`src/rtl/sfb_pkg.sv`:
```
package sfb_pkg;
  localparam int BYTE_W    = 8;
  localparam int MAX_BYTES = 9;
  localparam int LEN_W     = $clog2(MAX_BYTES + 1);
  localparam int IDX_W     = $clog2(MAX_BYTES);
  localparam int FRAME_W   = MAX_BYTES * BYTE_W;
  localparam int ADDR_W    = 24;
  localparam int DATA_W    = 32;
  localparam int SIZE_W    = 24;
  localparam int CRC_W     = 7;
  localparam logic [CRC_W-1:0] CRC_POLY = 7'h09;
  localparam logic [CRC_W-1:0] CRC_INIT = 7'h7F;

  typedef enum logic [BYTE_W-1:0] {
    OP_BULK_WR   = 8'hC1,
    OP_BULK_RD   = 8'hC2,
    OP_LOC_WR    = 8'hC3,
    OP_LOC_RD    = 8'hC4,
    OP_STOP      = 8'hC5,
    OP_AGAIN     = 8'hC6,
    OP_BULKX_WR  = 8'hC7,
    OP_BULKX_RD  = 8'hC8,
    OP_WORD_WR   = 8'hC9,
    OP_WORD_RD   = 8'hCA,
    OP_RESTART   = 8'hCF
  } op_e;

  // One byte through the CRC7 register, most significant bit first.
  function automatic logic [CRC_W-1:0] crc7_step(input logic [CRC_W-1:0] c,
                                                 input logic [BYTE_W-1:0] d);
    logic [CRC_W-1:0] r;
    logic fb;
    r = c;
    for (int i = BYTE_W - 1; i >= 0; i--) begin
      fb = r[CRC_W-1] ^ d[i];
      r  = {r[CRC_W-2:0], 1'b0};
      if (fb) r = r ^ CRC_POLY;
    end
    return r;
  endfunction
endpackage

```
`src/rtl/sfb_layout.sv`:
```
module sfb_layout
  import sfb_pkg::*;
(
  input  logic [BYTE_W-1:0]  opcode,
  input  logic [ADDR_W-1:0]  addr,
  input  logic [DATA_W-1:0]  wdata,
  input  logic [SIZE_W-1:0]  xfer_size,
  input  logic               clockless,
  output logic [FRAME_W-1:0] body,
  output logic [LEN_W-1:0]   body_len,
  output logic               known
);
  logic [BYTE_W-1:0] b [MAX_BYTES];
  logic [BYTE_W-1:0] loc_hi;

  assign loc_hi = {addr[15] | clockless, addr[14:8]};

  always_comb begin
    for (int i = 0; i < MAX_BYTES; i++) b[i] = '0;
    b[0]     = opcode;
    body_len = LEN_W'(4);
    known    = 1'b1;
    case (opcode)
      OP_WORD_RD: begin
        b[1] = addr[23:16]; b[2] = addr[15:8]; b[3] = addr[7:0];
      end
      OP_WORD_WR: begin
        b[1] = addr[23:16]; b[2] = addr[15:8]; b[3] = addr[7:0];
        b[4] = wdata[31:24]; b[5] = wdata[23:16];
        b[6] = wdata[15:8];  b[7] = wdata[7:0];
        body_len = LEN_W'(8);
      end
      OP_LOC_RD: begin
        b[1] = loc_hi; b[2] = addr[7:0]; b[3] = 8'h00;
      end
      OP_LOC_WR: begin
        b[1] = loc_hi; b[2] = addr[7:0];
        b[3] = wdata[31:24]; b[4] = wdata[23:16];
        b[5] = wdata[15:8];  b[6] = wdata[7:0];
        body_len = LEN_W'(7);
      end
      OP_BULK_WR, OP_BULK_RD: begin
        b[1] = addr[23:16]; b[2] = addr[15:8]; b[3] = addr[7:0];
        b[4] = xfer_size[15:8]; b[5] = xfer_size[7:0];
        body_len = LEN_W'(6);
      end
      OP_BULKX_WR, OP_BULKX_RD: begin
        b[1] = addr[23:16]; b[2] = addr[15:8]; b[3] = addr[7:0];
        b[4] = xfer_size[23:16]; b[5] = xfer_size[15:8]; b[6] = xfer_size[7:0];
        body_len = LEN_W'(7);
      end
      OP_STOP, OP_AGAIN: begin
        b[1] = 8'h00; b[2] = 8'h00; b[3] = 8'h00;
      end
      OP_RESTART: begin
        b[1] = 8'hFF; b[2] = 8'hFF; b[3] = 8'hFF;
      end
      default: known = 1'b0;
    endcase
  end

  genvar g;
  generate
    for (g = 0; g < MAX_BYTES; g++) begin : g_pack
      assign body[g*BYTE_W +: BYTE_W] = b[g];
    end
  endgenerate
endmodule

```
`src/rtl/sfb_crc7.sv`:
```
module sfb_crc7
  import sfb_pkg::*;
(
  input  logic [FRAME_W-1:0] bytes_in,
  input  logic [LEN_W-1:0]   count,
  output logic [CRC_W-1:0]   crc
);
  logic [CRC_W-1:0] stage [MAX_BYTES+1];
  assign stage[0] = CRC_INIT;

  genvar g;
  generate
    for (g = 0; g < MAX_BYTES; g++) begin : g_chain
      assign stage[g+1] = (LEN_W'(g) < count)
                        ? crc7_step(stage[g], bytes_in[g*BYTE_W +: BYTE_W])
                        : stage[g];
    end
  endgenerate

  assign crc = stage[MAX_BYTES];
endmodule

```
`src/rtl/sfb_tx.sv`:
```
module sfb_tx
  import sfb_pkg::*;
(
  input  logic               clk,
  input  logic               rst_n,
  input  logic               start,
  input  logic               known,
  input  logic [FRAME_W-1:0] frame,
  input  logic [LEN_W-1:0]   len,
  input  logic               crc_on,
  output logic               busy,
  output logic               err,
  output logic               tx_valid,
  output logic [BYTE_W-1:0]  tx_data,
  output logic               tx_last,
  input  logic               tx_ready
);
  logic [FRAME_W-1:0] frame_q;
  logic [LEN_W-1:0]   len_q;
  logic [IDX_W-1:0]   idx_q;
  logic               crc_q;
  logic               beat, launch, reject;

  assign launch   = start && !busy && known;
  assign reject   = start && !busy && !known;
  assign tx_valid = busy;
  assign tx_data  = frame_q[idx_q*BYTE_W +: BYTE_W];
  assign tx_last  = busy && (LEN_W'(idx_q) == len_q - LEN_W'(1));
  assign beat     = tx_valid && tx_ready;

  always_ff @(posedge clk or negedge rst_n) begin
    if (!rst_n) begin
      busy    <= 1'b0;
      err     <= 1'b0;
      frame_q <= '0;
      len_q   <= '0;
      idx_q   <= '0;
      crc_q   <= 1'b0;
    end else begin
      err <= reject;
      if (launch) begin
        busy    <= 1'b1;
        frame_q <= frame;
        len_q   <= len;
        crc_q   <= crc_on;
        idx_q   <= '0;
      end else if (beat) begin
        if (tx_last) busy  <= 1'b0;
        else         idx_q <= idx_q + IDX_W'(1);
      end
    end
  end


  hold_on_stall_chk: assert property (@(posedge clk) disable iff (!rst_n)
    (tx_valid && !tx_ready) |=> (tx_valid && $stable(tx_data)));

  last_ends_busy_chk: assert property (@(posedge clk) disable iff (!rst_n)
    (beat && tx_last) |=> !busy);

  busy_needs_start_chk: assert property (@(posedge clk) disable iff (!rst_n)
    $rose(busy) |-> $past(start));

  err_quiet_chk: assert property (@(posedge clk) disable iff (!rst_n)
    err |-> (!tx_valid && $past(start)));

  crc_lsb_chk: assert property (@(posedge clk) disable iff (!rst_n)
    (tx_last && crc_q) |-> !tx_data[0]);

  idx_range_chk: assert property (@(posedge clk) disable iff (!rst_n)
    busy |-> (LEN_W'(idx_q) < len_q));
endmodule

```
`src/rtl/spi_cmd_hdr_gen.sv`:
```
module spi_cmd_hdr_gen
  import sfb_pkg::*;
(
  input  logic        clk,
  input  logic        rst_n,
  input  logic        start,
  input  logic [7:0]  opcode,
  input  logic [23:0] addr,
  input  logic [31:0] wdata,
  input  logic [23:0] xfer_size,
  input  logic        clockless,
  input  logic        crc_en,
  output logic        busy,
  output logic        err,
  output logic        tx_valid,
  output logic [7:0]  tx_data,
  output logic        tx_last,
  input  logic        tx_ready
);
  logic [FRAME_W-1:0] body, frame;
  logic [LEN_W-1:0]   body_len, frame_len;
  logic               known;
  logic [CRC_W-1:0]   crc;

  sfb_layout u_layout (
    .opcode(opcode), .addr(addr), .wdata(wdata), .xfer_size(xfer_size),
    .clockless(clockless), .body(body), .body_len(body_len), .known(known)
  );

  sfb_crc7 u_crc (.bytes_in(body), .count(body_len), .crc(crc));

  // Drop the CRC byte into the slot right after the body.
  always_comb begin
    frame     = body;
    frame_len = body_len;
    if (crc_en) begin
      frame[body_len*BYTE_W +: BYTE_W] = {crc, 1'b0};
      frame_len = body_len + LEN_W'(1);
    end
  end

  sfb_tx u_tx (
    .clk(clk), .rst_n(rst_n), .start(start), .known(known), .frame(frame),
    .len(frame_len), .crc_on(crc_en), .busy(busy), .err(err),
    .tx_valid(tx_valid), .tx_data(tx_data), .tx_last(tx_last), .tx_ready(tx_ready)
  );
endmodule

```
`config.mk`:
```
export PLATFORM = sky130hd
export DESIGN_NAME = spi_cmd_hdr_gen
export DESIGN_NICKNAME = d
export VERILOG_FILES = /design/src/rtl/sfb_pkg.sv /design/src/rtl/sfb_layout.sv /design/src/rtl/sfb_crc7.sv /design/src/rtl/sfb_tx.sv /design/src/rtl/spi_cmd_hdr_gen.sv
export SDC_FILE = /design/constraint.sdc
export NUM_CORES = 1
export LEC_CHECK = 0
export ABC_AREA = 1
export ABC_CLOCK_PERIOD_IN_PS = 5200
export BUFFER_PORTS_ARGS = -buffer_cell sky130_fd_sc_hd__buf_2
export CAP_MARGIN = 25
export CORE_MARGIN = 10
export CORE_UTILIZATION = 35
export DETAILED_ROUTE_END_ITERATION = 7
export SLEW_MARGIN = 15
export SYNTH_ARGS = -nofsm -noshare
export SYNTH_HDL_FRONTEND = slang
export SYNTH_SLANG_ARGS = --single-unit
```
`constraint.sdc`:
```
create_clock -name clk -period 5.2 [get_ports clk]
set_input_delay 0.26 -clock clk [delete_from_list [all_inputs] [get_ports clk]]
set_output_delay 0.26 -clock clk [all_outputs]
set_load 0.005 [all_outputs]
```
; Yosys cells after proc, flatten, opt, wreduce, memory -nomap -nowiden
; Cells that the tools add are included.
[word_totals]
elab_cells = 281
register_bits = 82
output_inout_bits = 12
inputBits = 94
[classes]
shift = 3
n_lt_le_gt_ge = 9
eq_ne = 13
n_reduce_logical = 16
muxes = 96
add_sub_neg = 4
n_bitwise = 135
[op_table]
columns = cell, count
row1 = $mux 4, 76
row2 = $not 2->2, 71
row3 = $pmux 24 s4, 1
row4 = $eq 8x8->1 const B, 11
row5 = $bwmux 72, 1
row6 = $mux 72, 1
row7 = $shift 8x34->72 const A, 1
row8 = $shiftx 72x8->8, 1
row9 = $shiftx 8x34->72, 1
row10 = $pmux 16 s4, 1
row11 = $mux 7, 9
row12 = $xor 1x1->1, 60
row13 = $neg 7->34, 1
row14 = $pmux 8 s3, 1
row15 = $lt 3x4->1 const A, 4
row16 = $pmux 4 s3, 1
row17 = $reduce_or 11->1, 1
row18 = $add 4x1->4 const B, 2
row19 = $lt 1x4->1 const A, 2
row20 = $lt 2x4->1 const A, 2
row21 = $mux 8, 1
row22 = $reduce_or 6->1, 1
row23 = $logic_and 1x1->1, 5
row24 = $eq 4x4->1, 1
row25 = 11 further kinds, 20

; Depth between registers and ports, before layout
; Gate-level depths: netlist (run 1).
[depth]
depth_word = 155
depth_mapped = 64
depth_no_buf = 64

; Hierarchy
; From an unflattened synthesis (run 1), not the netlist that was laid out.
[unflattened]
hier_cells = 1985
area_unflattened_um2 = 11310.8
[modules_own_cells]
columns = module, area_each_um2, seq_area_each_um2, cells_each, n_inst
row1 = sfb_crc7, 4127.7, 0.0, 853, 1
row2 = sfb_tx, 3958.8, 2052.0, 522, 1
row3 = spi_cmd_hdr_gen, 1655.3, 0.0, 276, 1
row4 = sfb_layout, 1569.0, 0.0, 334, 1

; Worst setup path before layout (run 1)
; No wires, ideal clock.
[synth_path]
kind = input to register
from = input port opcode[4]
to = register u_tx.frame_q[53]
t_required_ns = 5.084
path_buffers = 1
cell_stages = 57
setup_time_ns = 0.116
setup_slack_ns = 0.454
arrival_time_ns = 4.629
cell_sequence = inv_2 > nand2_2 > nor2_8 > buf_6 > nand2_4 > nand2_8 > nand2_4 > nand3_2 > nand2_1 > nand2_1 > nand2_2 > nand2_2 > nand2_1 > nand2_2 > inv_2 > nand2_1 > nand2_1 > nand2_2 > (+21 left out) > nand2_1 > nand3_1 > nand2_1 > nand3_2 > nand2_1 > nand2_1 > nand2_2 > nand2_2 > nand2_2 > nand2_2 > nand2_1 > nand2_1 > nand3_1 > nand3_2 > nand3_2 > nand2_1 > nand2_1 > nand2_1
[synth_via]
elab_chain_cells = 71
word_cells_on_any_way = 238
classes_between = add/sub (1) / order compare (9) / eq/ne (11) / shift (2) / mux (86) / bitwise (123) / reduce/logical (6)
[synth_lines]
columns = item, line_no
row1 = start: declaration, spi_cmd_hdr_gen.sv:7  ; input logic [7:0] opcode,
row2 = $eq 8x8->1 or $xor 1x1->1 (tied branches), "sfb_layout.sv:23, sfb_pkg.sv:35"
row3 = "$reduce_or 3->1 (no source line), or another cell as far along", n/a
row4 = $pmux 4 s3 or $mux 4 (tied branches), "sfb_layout.sv:23, sfb_pkg.sv:37"
row5 = $lt 1x4->1 or $mux 4 (tied branches), "sfb_crc7.sv:14, sfb_pkg.sv:37"
row6 = $mux 7 or $not 2->2 (tied branches), n/a
row7 = "$xor 1x1->1, or another cell as far along", sfb_pkg.sv:35  ; fb = r[CRC_W-1] ^ d[i];
row8 = $mux 4 or $mux 7 (tied branches), "sfb_pkg.sv:37, sfb_crc7.sv:15"
row9 = $xor 1x1->1 or $mux 4 (tied branches), "sfb_pkg.sv:35, sfb_pkg.sv:37"
row10 = (+53 left out), n/a
row11 = $mux 4 or $mux 7 (tied branches), "sfb_pkg.sv:37, sfb_crc7.sv:15"
row12 = $mux 4 (3 in series), sfb_pkg.sv:37  ; if (fb) r = r ^ CRC_POLY;
row13 = $not 2->2 (no source line), n/a
row14 = $mux 4, sfb_pkg.sv:37
row15 = $mux 7, sfb_crc7.sv:15  ; ? crc7_step(stage[g], bytes_in[g*BYTE_W +: BYTE_W])
row16 = $shiftx 8x34->72, spi_cmd_hdr_gen.sv:37  ; frame[body_len*BYTE_W +: BYTE_W] = {crc, 1'b0};
row17 = $bwmux 72, spi_cmd_hdr_gen.sv:37
row18 = $mux 72, spi_cmd_hdr_gen.sv:36  ; if (crc_en) begin
row19 = end signal: assignment, sfb_tx.sv:43  ; frame_q <= frame;
row20 = end: declaration, sfb_tx.sv:18  ; logic [FRAME_W-1:0] frame_q;
; Several ways; a longest one is shown, not always the timed one.
; A chain may end at the register's enable or synchronous reset.

; Final worst setup path (run 1)
[layout_path]
from = input port opcode[5]
to = register u_tx.frame_q[54]
[layout_via]
elab_chain_cells = 71
word_cells_on_any_way = 239
classes_between = add/sub (1) / order compare (9) / eq/ne (11) / shift (2) / mux (87) / bitwise (123) / reduce/logical (6)
[layout_lines]
columns = item, line_no
row1 = $eq 8x8->1 or $xor 1x1->1 (tied branches), "sfb_layout.sv:23, sfb_pkg.sv:35"
row2 = "$reduce_or 3->1 (no source line), or another cell as far along", n/a
row3 = "$pmux 4 s3, or another cell as far along", sfb_layout.sv:23  ; case (opcode)
row4 = $lt 1x4->1 or $mux 4 (tied branches), "sfb_crc7.sv:14, sfb_pkg.sv:37"
row5 = "$mux 7, or another cell as far along", sfb_crc7.sv:15
row6 = "$xor 1x1->1, or another cell as far along", sfb_pkg.sv:35
row7 = $mux 4 or $mux 7 (tied branches), "sfb_pkg.sv:37, sfb_crc7.sv:15"
row8 = "$xor 1x1->1, or another cell as far along", sfb_pkg.sv:35
row9 = (+54 left out), n/a
row10 = $mux 4 or $not 2->2 (tied branches), n/a
row11 = $mux 4 (2 in series), sfb_pkg.sv:37
row12 = $not 2->2 (no source line) or $mux 4 (tied branches), n/a
row13 = $mux 4, sfb_pkg.sv:37
row14 = $mux 7, sfb_crc7.sv:15
row15 = $shiftx 8x34->72, spi_cmd_hdr_gen.sv:37
row16 = $bwmux 72, spi_cmd_hdr_gen.sv:37
row17 = $mux 72, spi_cmd_hdr_gen.sv:36
; Several ways; a longest one is shown, not always the timed one.

==> results.md, run 1 <==
- Reported net switching power: 3.466 mW
- Largest net degree at the start of global routing: 51
- Gp weighted congestion: 0.9730
- Storage cell area: 2027 sq um
- Routed wire length: 40.29 mm
- Post-synthesis area per instance: 5.977 sq um
- Slew at the pin closest to its max-slew limit: 1.034 ns
- Mapped Area: 8971 sq um
- Arrival time at the worst endpoint: 5.68 ns
- Later-pin clock latency in the skew report: 0.35 ns
- Total iterations of the first detailed-routing run: 6
- Number of antenna violations at the first check in global routing: 1
- Slowest stage delay, CP: 0.18 ns
- Simple-gate area share of the yosys netlist: 47.41%
- Average wire per cell in the routed design: 18.88 microns
- Max capacitance violation total: 0
- Share of total power consumed by net switching: 51.10%
- Fraction of power consumed by combinational cells: 75.2%
- Maximum vdd ir drop: 0.2343 mV
- Post-detailed-route count of antenna-violating nets: 0
- Area used by multi-input combinational logic: 7601 sq um
- Fraction of registers with async set/reset: 100.0%
- CTS Buffer Depth: 2
- Crit path required time: 5.43 ns
- Mux share of post-synthesis cell area: 0%
- Number of global-route vias before repair: 10,670
- Final period util: 104.8%
- # fillers: 2,375
- Number of clock buffers inserted by TritonCTS: 9
- CTS tree: done
- Sort of element at the end of the critical path: flop
- Count of routing violations after the opening detailed-route iteration: 1,199
- Adder-Cell Fraction of Synth Area: 0.8368%
- Final count of negative-setup-slack endpoints: 56
- Final Hold Slack: 0.1616 ns
- Violated checks: negative setup slack
- CTS clk-pin slew, worst paths: 0.06 ns
- Die width: 180.1 microns
- Vias after detailed routing: 11,720
- Largest family of logic cells by synthesized area: simple AND/OR/NAND/NOR gates
- Syn nets: 1,601
- P&R area growth vs syn: 51.81%
- Flop and latch count out of synthesis: 81
- Number of distinct library cells after synthesis: 48
- Number of buffer cells added on primary ports: 105
- Most used cell along the critical path: sky130_fd_sc_hd__nand2_2
- Post-detailed-placement half-perimeter wirelength: 29.65 mm
- Relative slew margins: 31.05%
- Post-Synthesis Cells: 1,501
- Leading cell type in the layout, fill and taps excluded: sky130_fd_sc_hd__nand2_1
- Nets: 1,899
- Clk Tree Root Cell: sky130_fd_sc_hd__clkbuf_16
- Clock share of power: 9.1%
- Initial Utilization: 35.63%
- Total design power: 6.782 mW
- Share of the synthesized area in compound gates (AO/OA/AOI/OAI): 15.82%
- Worst setup path class: in2reg
- Count of placed standard cells including taps: 2,075
- Cell with the biggest individual delay on the critical path: sky130_fd_sc_hd__nor2_8
- Part of the power in registers: 15.7%
- Count of flip-flops with a built-in enable after synthesis: 0
- Pre-CTS WS: -0.5445 ns
- Kind of start point of the critical path: primary input
- Internal power component: 3.316 mW
- Power density over cell area: 497.9 nW/um^2
- Setup repair after global routing missed its margin: yes
- Post-route insts no fill: 2,134
- Ports: 106
- Synth Warn #: 0
- Seq/Total Area, Yosys: 22.59%
- Fraction of synthesized cell area in xor and xnor cells: 1.283%
- Achievable frequency: 183.4 MHz
- Vias per std cell: 5.493
- Remaining global-route overflow: 0
- Final worst clock skew: 0.005195 ns
- Global-route wire length before repair: 57.50 mm
- Result of the run: complete, but fails checks
- Largest fanout on the critical path: 6
- Final count of hold timing violations: 0
- Predominant post-synthesis flop cell: sky130_fd_sc_hd__dfrtp_1
- Placeable core region: 25,180 sq um
- H-tree lvl count: 3
- Die area: 32,440 sq um
- GRT Util Overall: 21.70%
- Share of layout cells above drive strength 1: 45.04%
- Leakage power summed over all cells: 7.192 nW
- Chip height: 180.1 microns
- Most used cells in the layout excluding fill and tap cells: 216 x sky130_fd_sc_hd__nand2_1, 209 x sky130_fd_sc_hd__buf_4, 182 x sky130_fd_sc_hd__inv_1, 153 x sky130_fd_sc_hd__nand2_2, 128 x sky130_fd_sc_hd__nor2_1
- Worst hold path class: in2reg
- Clock sink count: 81
- Time the final worst path needs with I/O delays and setup: 5.452 ns
- Final setup slack of the worst path: -0.2516 ns
- Count of final max-slew check failures: 0
- Remaining routing DRC violations: 0
- Standard-cell rows: 58
## path summary, 6_finish.rpt
path,start,end,slack (ns),depth (start not counted)
max in group asynchronous,rst_n,u_tx.frame_q[33]$_DFFE_PN0P_,4.18,3
min in group asynchronous,rst_n,u_tx.busy$_DFFE_PN0P_,0.40,2
setup reg to reg,u_tx.busy$_DFFE_PN0P_,u_tx.frame_q[45]$_DFFE_PN0P_,2.46,7
hold / removal,start,u_tx.err$_DFF_PN0_,0.16,3
setup / recovery,opcode[5],u_tx.frame_q[54]$_DFFE_PN0P_,-0.25,59
hold reg to reg,u_tx.frame_q[7]$_DFFE_PN0P_,u_tx.frame_q[7]$_DFFE_PN0P_,0.46,2
## power by group through the flow
stage | Combinational (mW) | Clock [mW] | Sequential [mW]
after floorplan | 2.50 | 0 | 0.978
after global placement | 3.69 | 0 | 1.06
after detailed placement | 3.75 | 0 | 1.07
after CTS | 3.87 | 0.619 | 1.06
after global routing | 5.51 | 0.645 | 1.09
final | 5.10 | 0.616 | 1.07
## state kept, by name, indices dropped and copies added (netlist names)
name,count
u_tx.idx_q,4
u_tx.err,1
u_tx.frame_q,71
u_tx.len_q,4
u_tx.busy,1
## kinds of logic (layout without fill, tap and decap cells)
group,after synthesis,in the layout
simple gates,887,889
other cells,0,1
compound gates,240,240
buf+inv,276,576
xor+xnor,11,11
flops,81,81
fa+ha+maj,6,6
## stage by stage
stage	area (sq um)	TNS, ns	utilization (%)
after floorplan	8971	0	-
after global placement	11100	-20.05	44.07
after detailed placement	11120	-25.47	44.18
after CTS	11640	-0.005956	46.24
after global routing	13620	-28.03	54.08
final	13620	-8.465	54.08
## layout make-up
cell class	instances	share of cell area [%]
flip-flops and latches	81	14.88
clock inverters	2	0.09187
clock buffers	13	1.984
well taps	330	3.032
multi-input cells	1146	55.81
diodes	1	0.01837
repair buffers	331	17.64
inverters	230	6.541
## Yosys cell counts (21+ instances only)
master | count | area share [%]
sky130_fd_sc_hd__a21oi_1 | 68 | 3.8
sky130_fd_sc_hd__clkbuf_1 | 24 | 1.0
sky130_fd_sc_hd__dfrtp_1 | 81 | 23
sky130_fd_sc_hd__inv_1 | 194 | 8.1
sky130_fd_sc_hd__inv_2 | 33 | 1.4
sky130_fd_sc_hd__nand2_1 | 365 | 15
sky130_fd_sc_hd__nand2_2 | 81 | 5.6
sky130_fd_sc_hd__nand3_1 | 206 | 11
sky130_fd_sc_hd__nand3_2 | 34 | 3.8
sky130_fd_sc_hd__nor2_1 | 136 | 5.7
sky130_fd_sc_hd__nor3_1 | 21 | 1.2
sky130_fd_sc_hd__o21ai_0 | 66 | 3.7
sky130_fd_sc_hd__o22ai_1 | 44 | 3.1
## routing by layer
layer,global-route usage [%],vias up,part of all wire [%]
met2,34.60,520,47
met1,29.34,5585,42
li1,-,5529,-
met4,6.759,0,2.6
met5,0,-,0
met3,3.454,87,8.1
## worst max-delay path: cells and delay by family
family,cells,cell delay [ns]
AO/OA/AOI/OAI,1,0.07
AND/OR/NAND/NOR,52,4.80
buffers and inverters,6,0.52
## what timing repair did
item,4_1_cts,5_1_grt
endpoints found under the setup margin,56,56
gates resized for setup,45,410
gates cloned,1,1
setup buffers,5,36
pin swaps,13,136
hold endpoints to repair,31,0
hold buffers,1,0
No activity file was read; power rests on OpenSTA's default activity.
==> inputs of run 2 (changes only) <==
- CELL_PAD_IN_SITES_DETAIL_PLACEMENT: unset -> 0
- CELL_PAD_IN_SITES_GLOBAL_PLACEMENT: unset -> 1
- PLACE_DENSITY_LB_ADDON: unset -> 0.1
==> run 2 against run 1 <==
  * Largest power group unchanged
  * Wire length increased by 2.4%
  * Register-to-register slack improved by 0.09 ns
  * Highest routed layer unchanged
  * The run still ends with negative setup slack left
  * Hold slack got worse by 0.0027 ns
  * Setup slack got worse by 0.072 ns
  * Via count decreased by 1.4%
  * Fmax decreased by 1.3%
  * Largest cell class unchanged
==> results.md, run 2 (synthesis results as in run 1) <==
- Result of the run: complete, but fails checks (unchanged)
- Violated checks: negative setup slack (unchanged)
- Fraction of power consumed by combinational cells: 76.1% (was 75.2%)
- Largest net degree at the start of global routing: 48 (was 51)
- Standard-cell rows: 58 (unchanged)
- Critical path capture point: u_tx.frame_q[15]$_DFFE_PN0P_ (was u_tx.frame_q[54]$_DFFE_PN0P_)
- Share of layout cells above drive strength 1: 47.80% (was 45.04%)
- Internal power component: 3.516 mW (was 3.316 mW)
- Pre-CTS WS: -0.7773 ns (was -0.5445 ns)
- Routed met1 length: 18.41 mm (was 16.99 mm)
- Vias after detailed routing: 11,560 (was 11,720)
- CTS tree: done (unchanged)
- Worst setup path class: in2reg (unchanged)
- Slew at the pin closest to its max-slew limit: 0.9681 ns (was 1.034 ns)
- Max Used Layer: met4 (unchanged)
- Vias per std cell: 5.313 (was 5.493)
- Total design power: 7.168 mW (was 6.782 mW)
- Share of total power consumed by net switching: 50.95% (was 51.10%)
- Part of the power in registers: 14.7% (was 15.7%)
- Relative slew margins: 34.96% (was 31.05%)
- Final setup slack of the worst path: -0.3237 ns (was -0.2516 ns)
- Sort of element at the end of the critical path: flop (unchanged)
- Max reg flops: 71 (unchanged)
- Average wire per cell in the routed design: 18.96 microns (was 18.88 microns)
- Post-route insts no fill: 2,175 (was 2,134)
- Number of buffer cells added on primary ports: 105 (unchanged)
- # fillers: 2,451 (was 2,375)
- Capture point of the worst reg-to-reg path: u_tx.frame_q[45]$_DFFE_PN0P_ (unchanged)
- Power density over cell area: 503.9 nW/um^2 (was 497.9 nW/um^2)
- Time the final worst path needs with I/O delays and setup: 5.524 ns (was 5.452 ns)
- Startpoint of the worst setup timing path: opcode[0] (was opcode[5])
- Worst r2r src: u_tx.busy$_DFFE_PN0P_ (unchanged)
- Routed wire length: 41.25 mm (was 40.29 mm)
- P&R area growth vs syn: 58.58% (was 51.81%)
- Nets: 1,941 (was 1,899)
- Flop2flop setup slack: 2.55 ns (was 2.46 ns)
- Final count of negative-setup-slack endpoints: 56 (unchanged)
- Most used cell along the critical path: sky130_fd_sc_hd__buf_4 (was sky130_fd_sc_hd__nand2_2)
- Number of antenna violations at the first check in global routing: 0 (was 1)
- Max capacitance violation total: 0 (unchanged)
- GRT Util Overall: 23.47% (was 21.70%)
- Most used cells in the layout excluding fill and tap cells: 252 x sky130_fd_sc_hd__buf_4, 200 x sky130_fd_sc_hd__nand2_1, 180 x sky130_fd_sc_hd__inv_1, 166 x sky130_fd_sc_hd__nand2_2, 128 x sky130_fd_sc_hd__nor2_1 (was 216 x sky130_fd_sc_hd__nand2_1, 209 x sky130_fd_sc_hd__buf_4, 182 x sky130_fd_sc_hd__inv_1, 153 x sky130_fd_sc_hd__nand2_2, 128 x sky130_fd_sc_hd__nor2_1)
- Clk Tree Root Cell: sky130_fd_sc_hd__clkbuf_16 (unchanged)
- Number of global-route vias before repair: 11,030 (was 10,670)
- Die width: 180.1 microns (unchanged)
- Kind of start point of the critical path: primary input (unchanged)
- Post-detailed-placement half-perimeter wirelength: 31.02 mm (was 29.65 mm)
- Placeable core region: 25,180 sq um (unchanged)
- Die area: 32,440 sq um (unchanged)
- Post-detailed-route count of antenna-violating nets: 0 (unchanged)
- CTS clk-pin slew, worst paths: 0.06 ns (about the same)
- Number of clock buffers inserted by TritonCTS: 9 (unchanged)
- Crit path required time: 5.42 ns (was 5.43 ns)
- Slowest stage delay, CP: 0.14 ns (was 0.18 ns)
- Routed wl met3: 2.496 mm (was 3.255 mm)
- Routed length on met2: 19.42 mm (was 19.01 mm)
- Worst hold path class: in2reg (unchanged)
- Count of placed standard cells including taps: 2,072 (was 2,075)
- Reported net switching power: 3.652 mW (was 3.466 mW)
- Leakage power summed over all cells: 7.428 nW (was 7.192 nW)
- Cell with the biggest individual delay on the critical path: sky130_fd_sc_hd__buf_4 (was sky130_fd_sc_hd__nor2_8)
- Count of routing violations after the opening detailed-route iteration: 1,094 (was 1,199)
- Clock sink count: 81 (unchanged)
- Final count of hold timing violations: 0 (unchanged)
- Achievable frequency: 181.0 MHz (was 183.4 MHz)
- Chip height: 180.1 microns (unchanged)
- Maximum vdd ir drop: 0.2358 mV (was 0.2343 mV)
- Initial Utilization: 35.63% (unchanged)
- Count of final max-slew check failures: 0 (unchanged)
- Arrival time at the worst endpoint: 5.75 ns (was 5.68 ns)
- Leading cell type in the layout, fill and taps excluded: sky130_fd_sc_hd__buf_4 (was sky130_fd_sc_hd__nand2_1)
- Ports: 106 (unchanged)
- Total iterations of the first detailed-routing run: 5 (was 6)
- Largest fanout on the critical path: 7 (was 6)
- Top flop regs: u_tx.frame_q x71, u_tx.idx_q x4, u_tx.len_q x4 (unchanged)
- Remaining global-route overflow: 0 (unchanged)
- Diodes inserted: 0 (was 1)
- Setup repair after global routing missed its margin: yes (unchanged)
- Final worst clock skew: 0.008742 ns (was 0.005195 ns)
- Global-route wire length before repair: 61.57 mm (was 57.50 mm)
- Remaining routing DRC violations: 0 (unchanged)
- CTS Buffer Depth: 2 (unchanged)
- Count of cells along the worst register-to-register path: 7 (unchanged)
- Gp weighted congestion: 0.9137 (was 0.9730)
- Clock share of power: 9.1% (about the same)
- Register ranked first by flip-flop count: u_tx.frame_q (unchanged)
- Later-pin clock latency in the skew report: 0.34 ns (was 0.35 ns)
- Final period util: 106.2% (was 104.8%)
- H-tree lvl count: 3 (unchanged)
-- run 2: changes by cell type in the layout (fill, tap and decap cells not counted), moves of 7 or more --
cell | previous run | this run
sky130_fd_sc_hd__nand3_4 | 36 | 51
sky130_fd_sc_hd__buf_4 | 209 | 252
sky130_fd_sc_hd__nand3_2 | 84 | 77
sky130_fd_sc_hd__nand3_1 | 121 | 113
sky130_fd_sc_hd__nand2_1 | 216 | 200
sky130_fd_sc_hd__nand2_2 | 153 | 166
-- run 2: worst max-delay path, delay by kind of cell --
| kind | cells | cell delay [ns] |
|---|---|---|
| AOI/OAI and AO/OA | 1 | 0.10 |
| buffers and inverters | 39 | 4.80 |
| and+or+nand+nor | 7 | 0.54 |
-- run 2: worst min path at each step --
stage	from	end	slack (ns)	depth (start not counted)
4_1_cts	start	u_tx.err$_DFF_PN0_	0.15	3
2_1_floorplan	rst_n	u_tx.busy$_DFFE_PN0P_	-0.04	0
3_3_place_gp	u_tx.frame_q[7]$_DFFE_PN0P_	u_tx.frame_q[7]$_DFFE_PN0P_	0.44	2
6_report	start	u_tx.err$_DFF_PN0_	0.16	3
5_1_grt	start	u_tx.err$_DFF_PN0_	0.17	3
3_5_place_dp	rst_n	u_tx.idx_q[2]$_DFFE_PN0P_	0.26	1
-- run 2: power groups by stage --
stage / Clock (mW) / Sequential (mW) / Combinational, mW
final: 0.655 / 1.05 / 5.46
after global routing: 0.687 / 1.09 / 5.91
after CTS: 0.657 / 1.05 / 4.38
after detailed placement: 0 / 1.06 / 3.75
after global placement: 0 / 1.06 / 3.71
after floorplan: 0 / 0.978 / 2.50
-- run 2: cell type report --
type	count	area (sq um)	area share, %
Clock buffer	12	256.5	1.803
Clock inverter	3	40.04	0.2814
Inverter	230	900.9	6.332
Multi-Input combinational cell	1145	7893	55.48
Sequential cell	81	2027	14.25
Tap cell	330	412.9	2.902
Timing Repair Buffer	374	2696	18.95
-- run 2: through the flow --
| stage | TNS, ns | hold WS [ns] | cell area (sq um) | util, % |
|---|---|---|---|---|
| 6_report | -7.235 | 0.1589 | 14230 | 56.49 |
| 5_1_grt | -26.39 | 0.1716 | 14230 | 56.49 |
| 2_1_floorplan | 0 | -0.03559 | 8971 | - |
| 3_3_place_gp | -35.44 | 0.4400 | 11070 | 43.98 |
| 4_1_cts | -0.1316 | 0.1522 | 12720 | 50.53 |
| 3_5_place_dp | -37.59 | 0.2576 | 11100 | 44.09 |
-- run 2: repair_timing --
item	in CTS	in global routing
gates cloned	1	0
pin swaps	81	147
endpoints found under the setup margin	56	56
hold buffers	1	0
endpoints found under the hold margin	34	0
resized for setup	197	319
setup buffers	68	18
-- run 2: routing by layer --
metal	vias to the layer above	track usage, %
met2	370	38.24
met4	0	6.168
li1	5617	-
met5	-	0
met1	5513	31.51
met3	56	3.675
